`src/rtl/sdm_pkg.sv`:
```
package sdm_pkg;
  localparam int ADDR_W = 8;
  localparam int DATA_W = 8;
  localparam int CNT_W  = 8;

  localparam logic [ADDR_W-1:0] A_PWRCTL  = 8'h80;
  localparam logic [ADDR_W-1:0] A_IRQHOLD = 8'h8C;
  localparam logic [ADDR_W-1:0] A_VIDHOLD = 8'h8D;
  localparam logic [ADDR_W-1:0] A_RUNCNT  = 8'h94;
  localparam logic [ADDR_W-1:0] A_IDLECNT = 8'h95;
  localparam logic [ADDR_W-1:0] A_MODCFG  = 8'h96;

  localparam int B_GLOBAL = 0;
  localparam int B_IRQSPD = 3;
  localparam int B_VIDSPD = 4;

  localparam int N_SRC = 2;

  typedef enum logic {PH_RUN = 1'b0, PH_IDLE = 1'b1} phase_e;

  typedef struct packed {
    logic             glob_en;
    logic             irq_spd_en;
    logic             vid_spd_en;
    logic             mod_en;
    logic [CNT_W-1:0] irq_hold;
    logic [CNT_W-1:0] vid_hold;
    logic [CNT_W-1:0] run_cnt;
    logic [CNT_W-1:0] idle_cnt;
  } cfg_t;
endpackage

```
`src/rtl/sdm_tick_gen.sv`:
```
module sdm_tick_gen #(
  parameter int TICK_DIV   = 6400,
  parameter int UNIT_TICKS = 31
) (
  input  logic clk,
  input  logic rst_n,
  output logic tick,
  output logic unit
);
  localparam int TW = (TICK_DIV > 2) ? $clog2(TICK_DIV) : 1;
  localparam int UW = (UNIT_TICKS > 2) ? $clog2(UNIT_TICKS) : 1;
  localparam logic [TW-1:0] T_LAST = TW'(TICK_DIV - 1);
  localparam logic [UW-1:0] U_LAST = UW'(UNIT_TICKS - 1);

  logic [TW-1:0] tcnt_q, tcnt_d;
  logic [UW-1:0] ucnt_q, ucnt_d;
  logic          tick_c, unit_c;

  always_comb begin
    tick_c = (tcnt_q == T_LAST);
    unit_c = tick_c && (ucnt_q == U_LAST);
    tcnt_d = tick_c ? '0 : tcnt_q + 1'b1;
    ucnt_d = ucnt_q;
    if (tick_c) begin
      ucnt_d = unit_c ? '0 : ucnt_q + 1'b1;
    end
  end

  always_ff @(posedge clk or negedge rst_n) begin
    if (!rst_n) begin
      tcnt_q <= '0;
      ucnt_q <= '0;
    end else begin
      tcnt_q <= tcnt_d;
      ucnt_q <= ucnt_d;
    end
  end

  assign tick = tick_c;
  assign unit = unit_c;
endmodule

```
`src/rtl/sdm_regs.sv`:
```
module sdm_regs
  import sdm_pkg::*;
(
  input  logic              clk,
  input  logic              rst_n,
  input  logic              wr_en,
  input  logic [ADDR_W-1:0] addr,
  input  logic [DATA_W-1:0] wr_data,
  output logic [DATA_W-1:0] rd_data,
  output cfg_t              cfg
);
  cfg_t cfg_q, cfg_d;

  always_comb begin
    cfg_d = cfg_q;
    if (wr_en) begin
      unique case (addr)
        A_PWRCTL: begin
          cfg_d.glob_en    = wr_data[B_GLOBAL];
          cfg_d.irq_spd_en = wr_data[B_IRQSPD];
          cfg_d.vid_spd_en = wr_data[B_VIDSPD];
        end
        A_IRQHOLD: cfg_d.irq_hold = wr_data;
        A_VIDHOLD: cfg_d.vid_hold = wr_data;
        A_RUNCNT:  cfg_d.run_cnt  = wr_data;
        A_IDLECNT: cfg_d.idle_cnt = wr_data;
        A_MODCFG:  cfg_d.mod_en   = wr_data[0];
        default: ;
      endcase
    end
  end

  always_comb begin
    rd_data = '0;
    unique case (addr)
      A_PWRCTL: begin
        rd_data[B_GLOBAL] = cfg_q.glob_en;
        rd_data[B_IRQSPD] = cfg_q.irq_spd_en;
        rd_data[B_VIDSPD] = cfg_q.vid_spd_en;
      end
      A_IRQHOLD: rd_data = cfg_q.irq_hold;
      A_VIDHOLD: rd_data = cfg_q.vid_hold;
      A_RUNCNT:  rd_data = cfg_q.run_cnt;
      A_IDLECNT: rd_data = cfg_q.idle_cnt;
      A_MODCFG:  rd_data[0] = cfg_q.mod_en;
      default: ;
    endcase
  end

  always_ff @(posedge clk or negedge rst_n) begin
    if (!rst_n) begin
      cfg_q <= '0;
    end else begin
      cfg_q <= cfg_d;
    end
  end

  assign cfg = cfg_q;
endmodule

```
`src/rtl/sdm_hold_timer.sv`:
```
module sdm_hold_timer #(
  parameter int W = 8
) (
  input  logic         clk,
  input  logic         rst_n,
  input  logic         evt,
  input  logic         en,
  input  logic [W-1:0] reload,
  input  logic         unit,
  output logic         active
);
  logic [W-1:0] cnt_q, cnt_d;

  always_comb begin
    cnt_d = cnt_q;
    if (evt && en) begin
      cnt_d = reload;
    end else if (unit && (cnt_q != '0)) begin
      cnt_d = cnt_q - 1'b1;
    end
  end

  always_ff @(posedge clk or negedge rst_n) begin
    if (!rst_n) begin
      cnt_q <= '0;
    end else begin
      cnt_q <= cnt_d;
    end
  end

  assign active = (cnt_q != '0);
endmodule

```
`src/rtl/sdm_phase_seq.sv`:
```
module sdm_phase_seq
  import sdm_pkg::*;
(
  input  logic             clk,
  input  logic             rst_n,
  input  logic             run,
  input  logic             tick,
  input  logic [CNT_W-1:0] run_cnt,
  input  logic [CNT_W-1:0] idle_cnt,
  output logic             susp_n
);
  phase_e           phase_q, phase_d;
  logic [CNT_W-1:0] cnt_q, cnt_d;
  logic [CNT_W-1:0] len_q, len_d;
  logic             susp_n_q, susp_n_d;
  logic             at_end;

  always_comb begin
    at_end = ({1'b0, cnt_q} + 1'b1) >= {1'b0, len_q};
  end

  always_comb begin
    phase_d = phase_q;
    cnt_d   = cnt_q;
    len_d   = len_q;
    if (!run) begin
      phase_d = PH_RUN;
      cnt_d   = '0;
      len_d   = run_cnt;
    end else if (tick) begin
      if (at_end) begin
        cnt_d = '0;
        if (phase_q == PH_RUN) begin
          if (idle_cnt != '0) begin
            phase_d = PH_IDLE;
            len_d   = idle_cnt;
          end else begin
            phase_d = PH_RUN;
            len_d   = run_cnt;
          end
        end else begin
          if (run_cnt != '0) begin
            phase_d = PH_RUN;
            len_d   = run_cnt;
          end else if (idle_cnt != '0) begin
            phase_d = PH_IDLE;
            len_d   = idle_cnt;
          end else begin
            phase_d = PH_RUN;
            len_d   = '0;
          end
        end
      end else begin
        cnt_d = cnt_q + 1'b1;
      end
    end
    susp_n_d = !(run && (phase_q == PH_IDLE));
  end

  always_ff @(posedge clk or negedge rst_n) begin
    if (!rst_n) begin
      phase_q  <= PH_RUN;
      cnt_q    <= '0;
      len_q    <= '0;
      susp_n_q <= 1'b1;
    end else begin
      phase_q  <= phase_d;
      cnt_q    <= cnt_d;
      len_q    <= len_d;
      susp_n_q <= susp_n_d;
    end
  end

  assign susp_n = susp_n_q;
endmodule

```
`src/rtl/susp_duty_mod.sv`:
```
module susp_duty_mod
  import sdm_pkg::*;
#(
  parameter int TICK_DIV   = 6400,
  parameter int UNIT_TICKS = 31
) (
  input  logic              clk,
  input  logic              rst_n,
  input  logic              wr_en,
  input  logic [ADDR_W-1:0] addr,
  input  logic [DATA_W-1:0] wr_data,
  output logic [DATA_W-1:0] rd_data,
  input  logic              irq_evt,
  input  logic              vid_evt,
  output logic              susp_n
);
  cfg_t                   cfg;
  logic                   tick;
  logic                   unit;
  logic                   run_cfg;
  logic                   spd_active;
  logic                   run;
  logic [N_SRC-1:0]       src_evt;
  logic [N_SRC-1:0]       src_en;
  logic [N_SRC-1:0][CNT_W-1:0] src_reload;
  logic [N_SRC-1:0]       src_active;

  sdm_tick_gen #(.TICK_DIV(TICK_DIV), .UNIT_TICKS(UNIT_TICKS)) u_tick (
    .clk  (clk),
    .rst_n(rst_n),
    .tick (tick),
    .unit (unit)
  );

  sdm_regs u_regs (
    .clk    (clk),
    .rst_n  (rst_n),
    .wr_en  (wr_en),
    .addr   (addr),
    .wr_data(wr_data),
    .rd_data(rd_data),
    .cfg    (cfg)
  );

  assign src_evt    = {vid_evt, irq_evt};
  assign src_en     = {cfg.vid_spd_en, cfg.irq_spd_en};
  assign src_reload = {cfg.vid_hold, cfg.irq_hold};

  for (genvar g = 0; g < N_SRC; g++) begin : g_hold
    sdm_hold_timer #(.W(CNT_W)) u_hold (
      .clk   (clk),
      .rst_n (rst_n),
      .evt   (src_evt[g]),
      .en    (src_en[g]),
      .reload(src_reload[g]),
      .unit  (unit),
      .active(src_active[g])
    );
  end

  assign run_cfg    = cfg.mod_en && cfg.glob_en;
  assign spd_active = |src_active;
  assign run        = run_cfg && !spd_active;

  sdm_phase_seq u_seq (
    .clk     (clk),
    .rst_n   (rst_n),
    .run     (run),
    .tick    (tick),
    .run_cnt (cfg.run_cnt),
    .idle_cnt(cfg.idle_cnt),
    .susp_n  (susp_n)
  );
endmodule

```
`config.mk`:
```
export PLATFORM = sky130hd
export DESIGN_NAME = susp_duty_mod
export DESIGN_NICKNAME = d
export VERILOG_FILES = /design/src/rtl/sdm_pkg.sv /design/src/rtl/sdm_tick_gen.sv /design/src/rtl/sdm_regs.sv /design/src/rtl/sdm_hold_timer.sv /design/src/rtl/sdm_phase_seq.sv /design/src/rtl/susp_duty_mod.sv
export SDC_FILE = /design/constraint.sdc
export NUM_CORES = 1
export LEC_CHECK = 0
export ABC_AREA = 1
export BUFFER_PORTS_ARGS = -buffer_cell sky130_fd_sc_hd__buf_4
export CORE_ASPECT_RATIO = 1.2
export CORE_MARGIN = 2
export CORE_UTILIZATION = 60
export DETAILED_ROUTE_END_ITERATION = 8
export PLACE_DENSITY = 0.79
export SLEW_MARGIN = 30
export SYNTH_ARGS = -nofsm -noshare
export SYNTH_HDL_FRONTEND = slang
export SYNTH_HIERARCHICAL = 1
export SYNTH_SLANG_ARGS = --single-unit
```
`constraint.sdc`:
```
create_clock -name clk -period 2.6 [get_ports clk]
set_input_delay 0.13 -clock clk [delete_from_list [all_inputs] [get_ports clk]]
set_output_delay 0.13 -clock clk [all_outputs]
set_load 0.02 [all_outputs]
```
# [Word level (Yosys, flattened, before mapping)]
# Cells that the tools add are included.
[totals] register_bits=88 in_bits=21 output_inout_bits=9 wordCells=83
[classes] n_addsub=6 magnitude_cmp=1 eq_ne=10 n_mux=26 n_reduce_logical=24
[ops] op="two-way mux 8 bit" n=14
[ops] op="equality test 8 bit, second input constant" n=6
[ops] op="nonzero test 8 bit" n=4
[ops] op="subtractor 8 x 1 -> 8 bit, second input constant" n=2
[ops] op="AND reduction 2 bit" n=7
[ops] op="adder 13 x 1 -> 13 bit, second input constant" n=1
[ops] op="equality test 13 bit, second input constant" n=1
[ops] op="two-way mux 13 bit" n=1
[ops] op="case mux 3 bit (4 select lines)" n=1
[ops] op="case mux 2 bit (5 select lines)" n=1
[ops] op="adder 8 x 1 -> 9 bit, second input constant" n=1
[ops] op="greater-or-equal comparator 9 x 8 -> 1 bit" n=1
[ops] op="adder 8 x 1 -> 8 bit, second input constant" n=1
[ops] op="logical AND 1 bit" n=8
[ops] op="case mux 2 bit (4 select lines)" n=1
[ops] op="two-way mux 1 bit" n=6
[ops] op="case mux 1 bit (6 select lines)" n=1
[ops] op="adder 5 x 1 -> 5 bit, second input constant" n=1
[ops] op="equality test 5 bit, second input constant" n=1
[ops] op="two-way mux 5 bit" n=1
[ops] op="inequality test 2 bit, second input constant" n=2
[ops] op="nonzero test 2 bit" n=2
[ops] op="zero test 1 bit" n=2
[ops] op="OR reduction 2 bit" n=1

# [Depth between registers and ports, before layout]
# Gate-level depths: netlist of the first run.
[depth] ltp_word=7 depth_mapped=16 mapped_depth_nobuf=15

# [Modules after synthesis]
# The synthesis of the first run kept the hierarchy.
[modules_own_cells] mod="sdm_regs" n_inst=1 cells_each=240 area_each_um2=1954.4 seq_area_each_um2=900.9
[modules_own_cells] mod="sdm_phase_seq" n_inst=1 cells_each=172 area_each_um2=1251.2 seq_area_each_um2=451.7
[modules_own_cells] mod="sdm_hold_timer" n_inst=2 cells_each=91 area_each_um2=619.3 seq_area_each_um2=200.2
[modules_own_cells] mod="sdm_tick_gen" n_inst=1 cells_each=132 area_each_um2=1031.0 seq_area_each_um2=450.4
[modules_own_cells] mod="susp_duty_mod" n_inst=1 cells_each=5 area_each_um2=21.3 seq_area_each_um2=0.0

# [Worst setup path before layout of the first run]
# No wires, ideal clock.
[synth_path] path_type="reg-to-reg" start="register g_hold[0].u_hold.cnt_q[0]" end="register u_seq.len_q[0]" setup_time_ps=117 t_arrival_ps=1927 required_ps=2483 setup_slack_ps=556 stages_incl_launch_ff=16 n_path_buf=2 synth_period_minus_slack_ps=2044 path_cell_list="dfrtp_1 -> inv_1 -> ha_1 -> nand2_2 -> nor2_4 -> inv_1 -> inv_1 -> nand2_1 -> nor2_2 -> buf_4 -> inv_1 -> nor3b_2 -> nand2_4 -> buf_8 -> nand3_1 -> nand2_1"
[synth_between] elab_chain_cells=6 word_cells_on_any_way=8 classes_between="eq/ne: 2; mux: 1; reduce/logical: 5"
[synth_rtl] item="start, declared" line_no="sdm_hold_timer.sv:12" source="logic [W-1:0] cnt_q, cnt_d;"
[synth_rtl] item="start signal, assigned" line_no="sdm_hold_timer.sv:27" source="cnt_q <= cnt_d;"
[synth_rtl] item="nonzero test 8 bit *" line_no="sdm_hold_timer.sv:31" source="assign active = (cnt_q != '0);"
[synth_rtl] item="net src_active[0]" line_no="susp_duty_mod.sv:26" source="logic [N_SRC-1:0] src_active;"
[synth_rtl] item="OR reduction 2 bit *" line_no="susp_duty_mod.sv:62" source="assign spd_active = |src_active;"
[synth_rtl] item="zero test 1 bit *" line_no="susp_duty_mod.sv:63" source="assign run = run_cfg && !spd_active;"
[synth_rtl] item="logical AND 1 bit *" line_no="susp_duty_mod.sv:63"
[synth_rtl] item="net run" line_no="susp_duty_mod.sv:22" source="logic run;"
[synth_rtl] item="inequality test 2 bit (no source line)"
[synth_rtl] item="AND reduction 2 bit (no source line)"
[synth_rtl] item="end signal, assigned" line_no="sdm_phase_seq.sv:69" source="len_q <= len_d;"
[synth_rtl] item="end, declared" line_no="sdm_phase_seq.sv:14" source="logic [CNT_W-1:0] len_q, len_d;"
# Mark *: on every way through the listed nets, which the timed path passes. The rest lies on a longest branch.
# A chain may end at the register's enable or synchronous reset.

# [Worst setup path after layout of the first run]
[layout_path] start="register u_seq.cnt_q[0]" end="register u_seq.len_q[4]"
[layout_between] elab_chain_cells=4
[layout_rtl] item="start, declared" line_no="sdm_phase_seq.sv:13" source="logic [CNT_W-1:0] cnt_q, cnt_d;"
[layout_rtl] item="start signal, assigned" line_no="sdm_phase_seq.sv:68" source="cnt_q <= cnt_d;"
[layout_rtl] item="adder 8 x 1 -> 9 bit" line_no="sdm_phase_seq.sv:19" source="at_end = ({1'b0, cnt_q} + 1'b1) >= {1'b0, len_q};"
[layout_rtl] item="greater-or-equal comparator 9 x 8 -> 1 bit" line_no="sdm_phase_seq.sv:19"
[layout_rtl] item="inequality test 2 bit (no source line)"
[layout_rtl] item="AND reduction 2 bit (no source line)"
# No other way between the ends.

==> results of run 1 <==
==> power by group through the flow <==
stage	Sequential (µW)	Clock [µW]	Combinational [µW]
after floorplan	1570	0	399
after global placement	1590	0	516
after detailed placement	1600	0	540
after CTS	1570	1010	543
after global routing	1590	1060	621
final	1570	988	544
==> flip-flops by register name, summed over array words and instances (netlist names) <==
| signal | cells |
|---|---|
| u_tick/tcnt_q | 13 |
| u_regs/cfg | 36 |
| u_tick/ucnt_q | 5 |
| u_seq/phase_q | 1 |
| g_hold.u_hold/cnt_q | 16 |
| u_seq/susp_n | 1 |
| u_seq/len_q | 8 |
| u_seq/cnt_q | 8 |
==> worst max-delay path, stage by stage (launching register included) <==
cell	delay, ns
dfrtp_1	0.43
ha_1	0.26
nand3_2	0.10
xor2_1	0.21
ha_1	0.28
a21oi_1	0.17
nand3_1	0.09
nand2_1	0.06
nand2_1	0.05
nand2_1	0.09
nand2_4	0.13
nand2_2	0.19
nand2_1	0.10
nand2_1	0.07
==> logic make-up after synthesis <==
group	after synthesis
AO/OA/AOI/OAI	70
XOR/XNOR	10
adder cells (fa/ha/maj)	14
buffers and inverters	93
flip-flops	88
AND/OR/NAND/NOR	456
==> routing by layer <==
metal	vias up	global-route usage [%]	part of all wire, %
li1	2397	-	-
met1	2271	35.1	43
met2	144	47.6	51
met3	25	4.42	4.6
met4	0	10.6	2.3
met5	-	0	0
==> area by class of cell <==
cell class	instances	area share, %
Multi-Input combinational cell	550	48.0
Sequential cell	88	36.6
Inverter	81	5.10
Timing Repair Buffer	34	4.28
Clock buffer	12	2.58
Tap cell	120	2.50
Clock inverter	4	0.874
==> stage by stage <==
step,hold WS [ns],instance area [µm²]
4_1_cts,0.00871,6020
5_1_grt,0.0178,6020
3_5_place_dp,0.156,5800
2_1_floorplan,-0.166,5500
3_3_place_gp,0.142,5800
6_report,0.0210,6020
==> timing repair <==
action	CTS	global route
endpoints found under the hold margin	39	0
hold buffers	1	0
setup buffers	0	0
==> how the worst min path moves through the flow <==
stage,startpoint,endpoint,slack (ns)
final,wr_data[1],u_regs/cfg[9],0.02
after global routing,wr_data[5],u_regs/cfg[5],0.02
after CTS,wr_data[6],u_regs/cfg[22],0.009
after detailed placement,rst_n,u_tick/tcnt_q[6],0.16
after global placement,rst_n,u_tick/tcnt_q[10],0.14
after floorplan,rst_n,g_hold[0].u_hold/cnt_q[0],-0.17
==> cells in the final DEF (no fill, tap or decap), types with 3 or more instances in the layout <==
cell type	Yosys	routed
buf_4	1	33
o21ai_0	48	48
inv_2	7	7
nand3b_1	3	3
ha_1	14	14
inv_1	71	71
xor2_1	9	9
nor2_4	10	10
nand3_2	4	4
o21ai_2	10	10
clkbuf_8	1	11
clkinvlp_4	0	3
nor2_1	61	61
nand2_4	9	9
nor2_2	5	5
nand2_1	235	235
o21ai_1	3	3
nand2_2	18	18
a21oi_1	3	3
nor2_8	6	6
or2_2	5	5
dfrtp_1	87	87
nand3_1	82	82
nand4_1	14	14
==> flow_metrics.tcl, run 1 <==
set metrics [dict create \
    outcome "finished, final reports clean" \
    grt_usage_pct 27.6 \
    cp-start-kind "flip-flop" \
    p_switching_uw 943 \
    io_buffers 29 \
    synthFlopType "dfrtp_1" \
    r2r_end "u_seq/len_q[4]" \
    finalMaxSlewViolations 0 \
    clockBufferDepth 2 \
    ys_types 37 \
    worstSkewPairLatency_ns 0.37 \
    gp_congestion 0.959 \
    reg2regPathDepth 13 \
    cellLeakagePower_uw 0.00327 \
    synth_top_family_by_area "simple AND/OR/NAND/NOR gates" \
    cts_buffers 9 \
    die_area_mm2 0.00995 \
    fillers 753 \
    syn_to_final_growth_pct 9.45 \
    synth.area.top_cells "dfrtp_1 (40%), nand2_1 (16%), nand3_1 (7.5%)" \
    dpl.hpwl_um 9460 \
    startpoint "u_seq/cnt_q[0]" \
    place_ws_ns 0.364 \
    endpoint_kind "flip-flop" \
    rsz0062_at_grt "false" \
    rows 38 \
    cts.clk_slew.worst_paths_ns 0.08 \
    synth-xor-area-share_pct 1.59 \
    ios 30 \
    dpl.cell_count 872 \
    fin_nets 799 \
    min_path_type "primary input to flip-flop" \
    setup_viol 0 \
    num_vias 4837 \
    syn_nets 766 \
    synth_adder_area_share_pct 3.19 \
    synth-edff-count 0 \
    drtIter0Drc 471 \
    drc 0 \
    total_power_uw 3110 \
    synth.avg_cell_area_um2 7.52 \
    antenna_found_initial 0 \
    async_flop_share_pct 100 \
    multiInputGateArea_mm2 0.00289 \
    pwr-share-clk_pct 31.8 \
    totalWireLength_um 12700 \
    cts.sink_count 88 \
    min_period_over_period_pct 87.5 \
    htreeDepth 3 \
    yosys_warnings 6 \
    ys_ff_latch 88 \
    seq_area_frac_synth_pct 40.1 \
    r2r-start "u_seq/cnt_q[0]" \
    fin_cells 889 \
    skew_ns 0.00720 \
    synth_cells 731 \
    cts_root_buf "clkbuf_8" \
    pwr-share-comb_pct 17.5 \
    maxCapViolCount 0 \
    p_int_uw 2160 \
    grt_start_max_net_pins 44 \
    synth_area_mm2 0.00550 \
    cts_tree "yes" \
    grt_pass1_wl_um 21900 \
    synth_compound_area_share_pct 7.60 \
    fin_crit_ns 2.27 \
    synth.most_common_cell "nand2_1" \
    fmax_ghz 0.440 \
    regArea_mm2 0.00220 \
    critical_path_arrival_ns 2.59 \
    grt.overflow.total 0 \
    worstMarginPinSlew_ns 0.555 \
    detail-route-antenna-nets 0 \
    start_util_pct 61.2 \
    die_h_um 109 \
    r2r_setup_slack_ns 0.33 \
    relSlewSlack_pct 63.0 \
    path_max_fanout 18 \
    avgViaCountPerCell 5.44 \
    hold_depth 3 \
    ir_drop_uv 468 \
    yosys-top-cells-count "nand2_1 (235), dfrtp_1 (87), nand3_1 (82)" \
    finalWorstSetupSlack_ns 0.325 \
    cp_data_required_time_ns 2.91 \
    p_per_area_mw_per_mm2 516 \
    firstDrtPassIters 7 \
    finalHoldViolCount 0 \
    synth_top_area_share_pct 39.6 \
    crit_path_end "u_seq/len_q[4]" \
    yosys.area_share.simple_pct 40.2 \
    diodes 0 \
    grt_pass1_vias 4711 \
    cts_resized 0 \
    synth_top_area_cell "dfrtp_1" \
    synth.area.mux_share_pct 0 \
    wl_per_cell_um 14.3 \
    die_w_um 91.4 \
    pwr-share-seq_pct 50.7 \
    timing.setup.tns_ns 0 \
    p_sw_share_pct 30.4 \
    utilization_pct 66.9 \
    coreArea_mm2 0.00899 \
    drive_gt1_share_pct 16.5 \
    critPathKind "flip-flop to flip-flop" \
]
Power figures use the tool's default switching activity.
==> inputs of run 2 (changes only) <==
ABC_AREA = unset   (was 1)
PLACE_DENSITY = 0.75   (was 0.79)
SLEW_MARGIN = unset   (was 30)
==> flow_metrics.tcl, run 2 <==
set metrics [dict create \
    outcome "finished, final reports clean" \
    fmax_ghz 0.392 \
    synth_adder_area_share_pct 3.49 \
    ys_types 70 \
    crit_slowest_cell "dfrtp_2" \
    worstSkewPairLatency_ns 0.36 \
    p_per_area_mw_per_mm2 541 \
    avgViaCountPerCell 6.05 \
    synth.avg_cell_area_um2 10.7 \
    critPathKind "flip-flop to flip-flop" \
    path_cells "ha_4 -> nand3_2 -> nor2_1 -> xor2_1 -> ha_1 -> a21oi_2 -> o22ai_2 -> nor3b_4 -> buf_4 -> nand3_1 -> o22ai_1" \
    p_switching_uw 871 \
    syn_to_final_growth_pct 11.9 \
    synth.area.mux_share_pct 14.2 \
    largest_reg_flops 36 \
    gp_congestion 0.972 \
    synth.most_common_cell "dfrtp_1" \
    p_int_uw 2160 \
    p_sw_share_pct 28.7 \
    endpoint_kind "flip-flop" \
    cts_root_buf "clkbuf_8" \
    drtIter0Drc 269 \
    final_cell_mix "dfrtp_1 (86), buf_4 (44), nand2_1 (42)" \
    path_max_fanout 6 \
    pwr-share-seq_pct 54.3 \
    max_stage_delay_ns 0.43 \
    ios 30 \
    grt.overflow.total 0 \
    detail-route-antenna-nets 0 \
    die_area_mm2 0.00910 \
    synth_compound_area_share_pct 10.9 \
    setup_viol 0 \
    pwr-share-clk_pct 30.6 \
    wl_per_cell_um 17.8 \
    cts_buffers 9 \
    die_h_um 104 \
    start_util_pct 61.8 \
    critical_path_arrival_ns 2.83 \
    grt_pass1_wl_um 17900 \
    timing.setup.tns_ns 0 \
    place_ws_ns -0.0195 \
    synth_cells 469 \
    dpl.hpwl_um 7930 \
    ys_ff_latch 88 \
    num_vias 3685 \
    drc 0 \
    fin_nets 545 \
    cp-start-kind "flip-flop" \
    pwr-share-comb_pct 15.0 \
    layout_commonest_cell "dfrtp_1" \
    worstMarginPinSlew_ns 0.702 \
    min_path_type "primary input to flip-flop" \
    async_flop_share_pct 100 \
    syn_nets 504 \
    drive_gt1_share_pct 25.1 \
    synth-edff-count 0 \
    finalHoldViolCount 0 \
    htreeDepth 3 \
    min_period_over_period_pct 98.2 \
    totalWireLength_um 10800 \
    cts_tree "yes" \
    cts.sink_count 88 \
    synth_top_area_share_pct 43.4 \
    rows 36 \
    finalWorstSetupSlack_ns 0.0480 \
    synth-xor-area-share_pct 2.97 \
    fin_crit_ns 2.55 \
    antenna_found_initial 0 \
    finalMaxSlewViolations 0 \
    synth_top_family_by_area "simple AND/OR/NAND/NOR gates" \
    cp_data_required_time_ns 2.88 \
    maxCapViolCount 0 \
    relSlewSlack_pct 52.7 \
    ir_drop_uv 357 \
    io_buffers 29 \
    yosys_warnings 6 \
    skew_ns 0.00767 \
    yosys-top-cells-count "dfrtp_1 (87), nand2_1 (42), nor2_1 (28)" \
    clockBufferDepth 2 \
    coreArea_mm2 0.00811 \
    die_w_um 87.4 \
    cts.clk_slew.worst_paths_ns 0.08 \
    synthFlopType "dfrtp_1" \
    fillers 601 \
    firstDrtPassIters 4 \
    grt_pass1_vias 3655 \
    synth.area.top_cells "dfrtp_1 (43%), mux2_4 (5.1%), mux2i_1 (4.6%)" \
    cellLeakagePower_uw 0.00257 \
    seq_area_frac_synth_pct 44.0 \
    diodes 0 \
    synth_area_mm2 0.00501 \
    grt_usage_pct 24.9 \
    synth_top_area_cell "dfrtp_1" \
    grt_start_max_net_pins 51 \
    yosys.area_share.simple_pct 20.6 \
]
## run 2: cell types whose count changed in the layout (fill, tap and decap cells not counted), sizes merged, moves of 37 or more
cell	previous run	this run
nand2	262	42
nand3	86	26
inv	79	25
nor2	82	28
mux2	0	37
o21ai	63	26
## run 2: path summary, 6_finish.rpt
kind	startpoint	end	slack (ns)	depth (start not counted)
setup / recovery	u_seq/cnt_q[0]	u_seq/cnt_q[2]	0.05	11
hold / removal	wr_data[7]	u_regs/cfg[31]	0.04	2
max in group asynchronous	rst_n	u_seq/cnt_q[0]	1.53	3
min in group asynchronous	rst_n	u_regs/cfg[35]	0.33	2
setup reg to reg	u_seq/cnt_q[0]	u_seq/cnt_q[2]	0.05	11
hold reg to reg	u_seq/phase_q	u_seq/susp_n	0.45	1
## run 2: critical path, delay by kind of cell (launching register included)
family / cells / cell delay (ns)
AO/OA/AOI/OAI: 3 / 0.46
buffers and inverters: 1 / 0.19
AND/OR/NAND/NOR: 4 / 0.69
XOR/XNOR: 1 / 0.21
adder cells (fa/ha/maj): 2 / 0.48
flip-flops: 1 / 0.43
## run 2: kinds of logic after synthesis
logic type | count (synthesis)
compound gates | 80
simple gates | 169
fa+ha+maj | 14
mux | 60
xor+xnor | 17
buf+inv | 41
flops | 88
## run 2: cell type report
| cell class | count | area (µm²) | share of cell area [%] |
|---|---|---|---|
| inverters | 26 | 97.6 | 1.74 |
| flip-flops and latches | 88 | 2200 | 39.3 |
| well taps | 95 | 119 | 2.12 |
| repair buffers | 45 | 340 | 6.07 |
| multi-input cells | 340 | 2660 | 47.4 |
| clock inverters | 3 | 42.5 | 0.759 |
| clock buffers | 12 | 145 | 2.59 |
## run 2: layer usage
metal,global-route usage [%],up-vias,share of wire [%]
met5,0,-,0
met1,34.3,1818,46
met3,2.62,17,2.0
met2,41.0,56,51
li1,-,1794,-
met4,7.69,0,1.5
## run 2: power groups by stage
stage	combinational [µW]	clock, µW	sequential, µW
after floorplan	321	0	1620
after global placement	434	0	1650
after detailed placement	448	0	1660
after CTS	452	955	1630
after global routing	524	1010	1660
final	456	929	1650
## run 2: what timing repair did
item                                    in CTS  in global routing
hold endpoints to repair                    47                  0
resized for setup                            2                  7
endpoints found under the setup margin       6                 19
setup buffers                                0                  2
hold buffers                                 1                  0
## run 2: through the flow
stage / cells / hold slack (ns) / util, % / area (µm²) / power, µW
after detailed placement: 591 / 0.202 / 66.0 / 5350 / 2100
final: 609 / 0.0358 / 69.2 / 5610 / 3030
after floorplan: 469 / -0.166 / - / 5010 / 1940
after global routing: 609 / 0.0376 / 69.2 / 5610 / 3200
after global placement: 591 / 0.197 / 66.0 / 5350 / 2080
after CTS: 607 / 0.0214 / 68.5 / 5560 / 3040
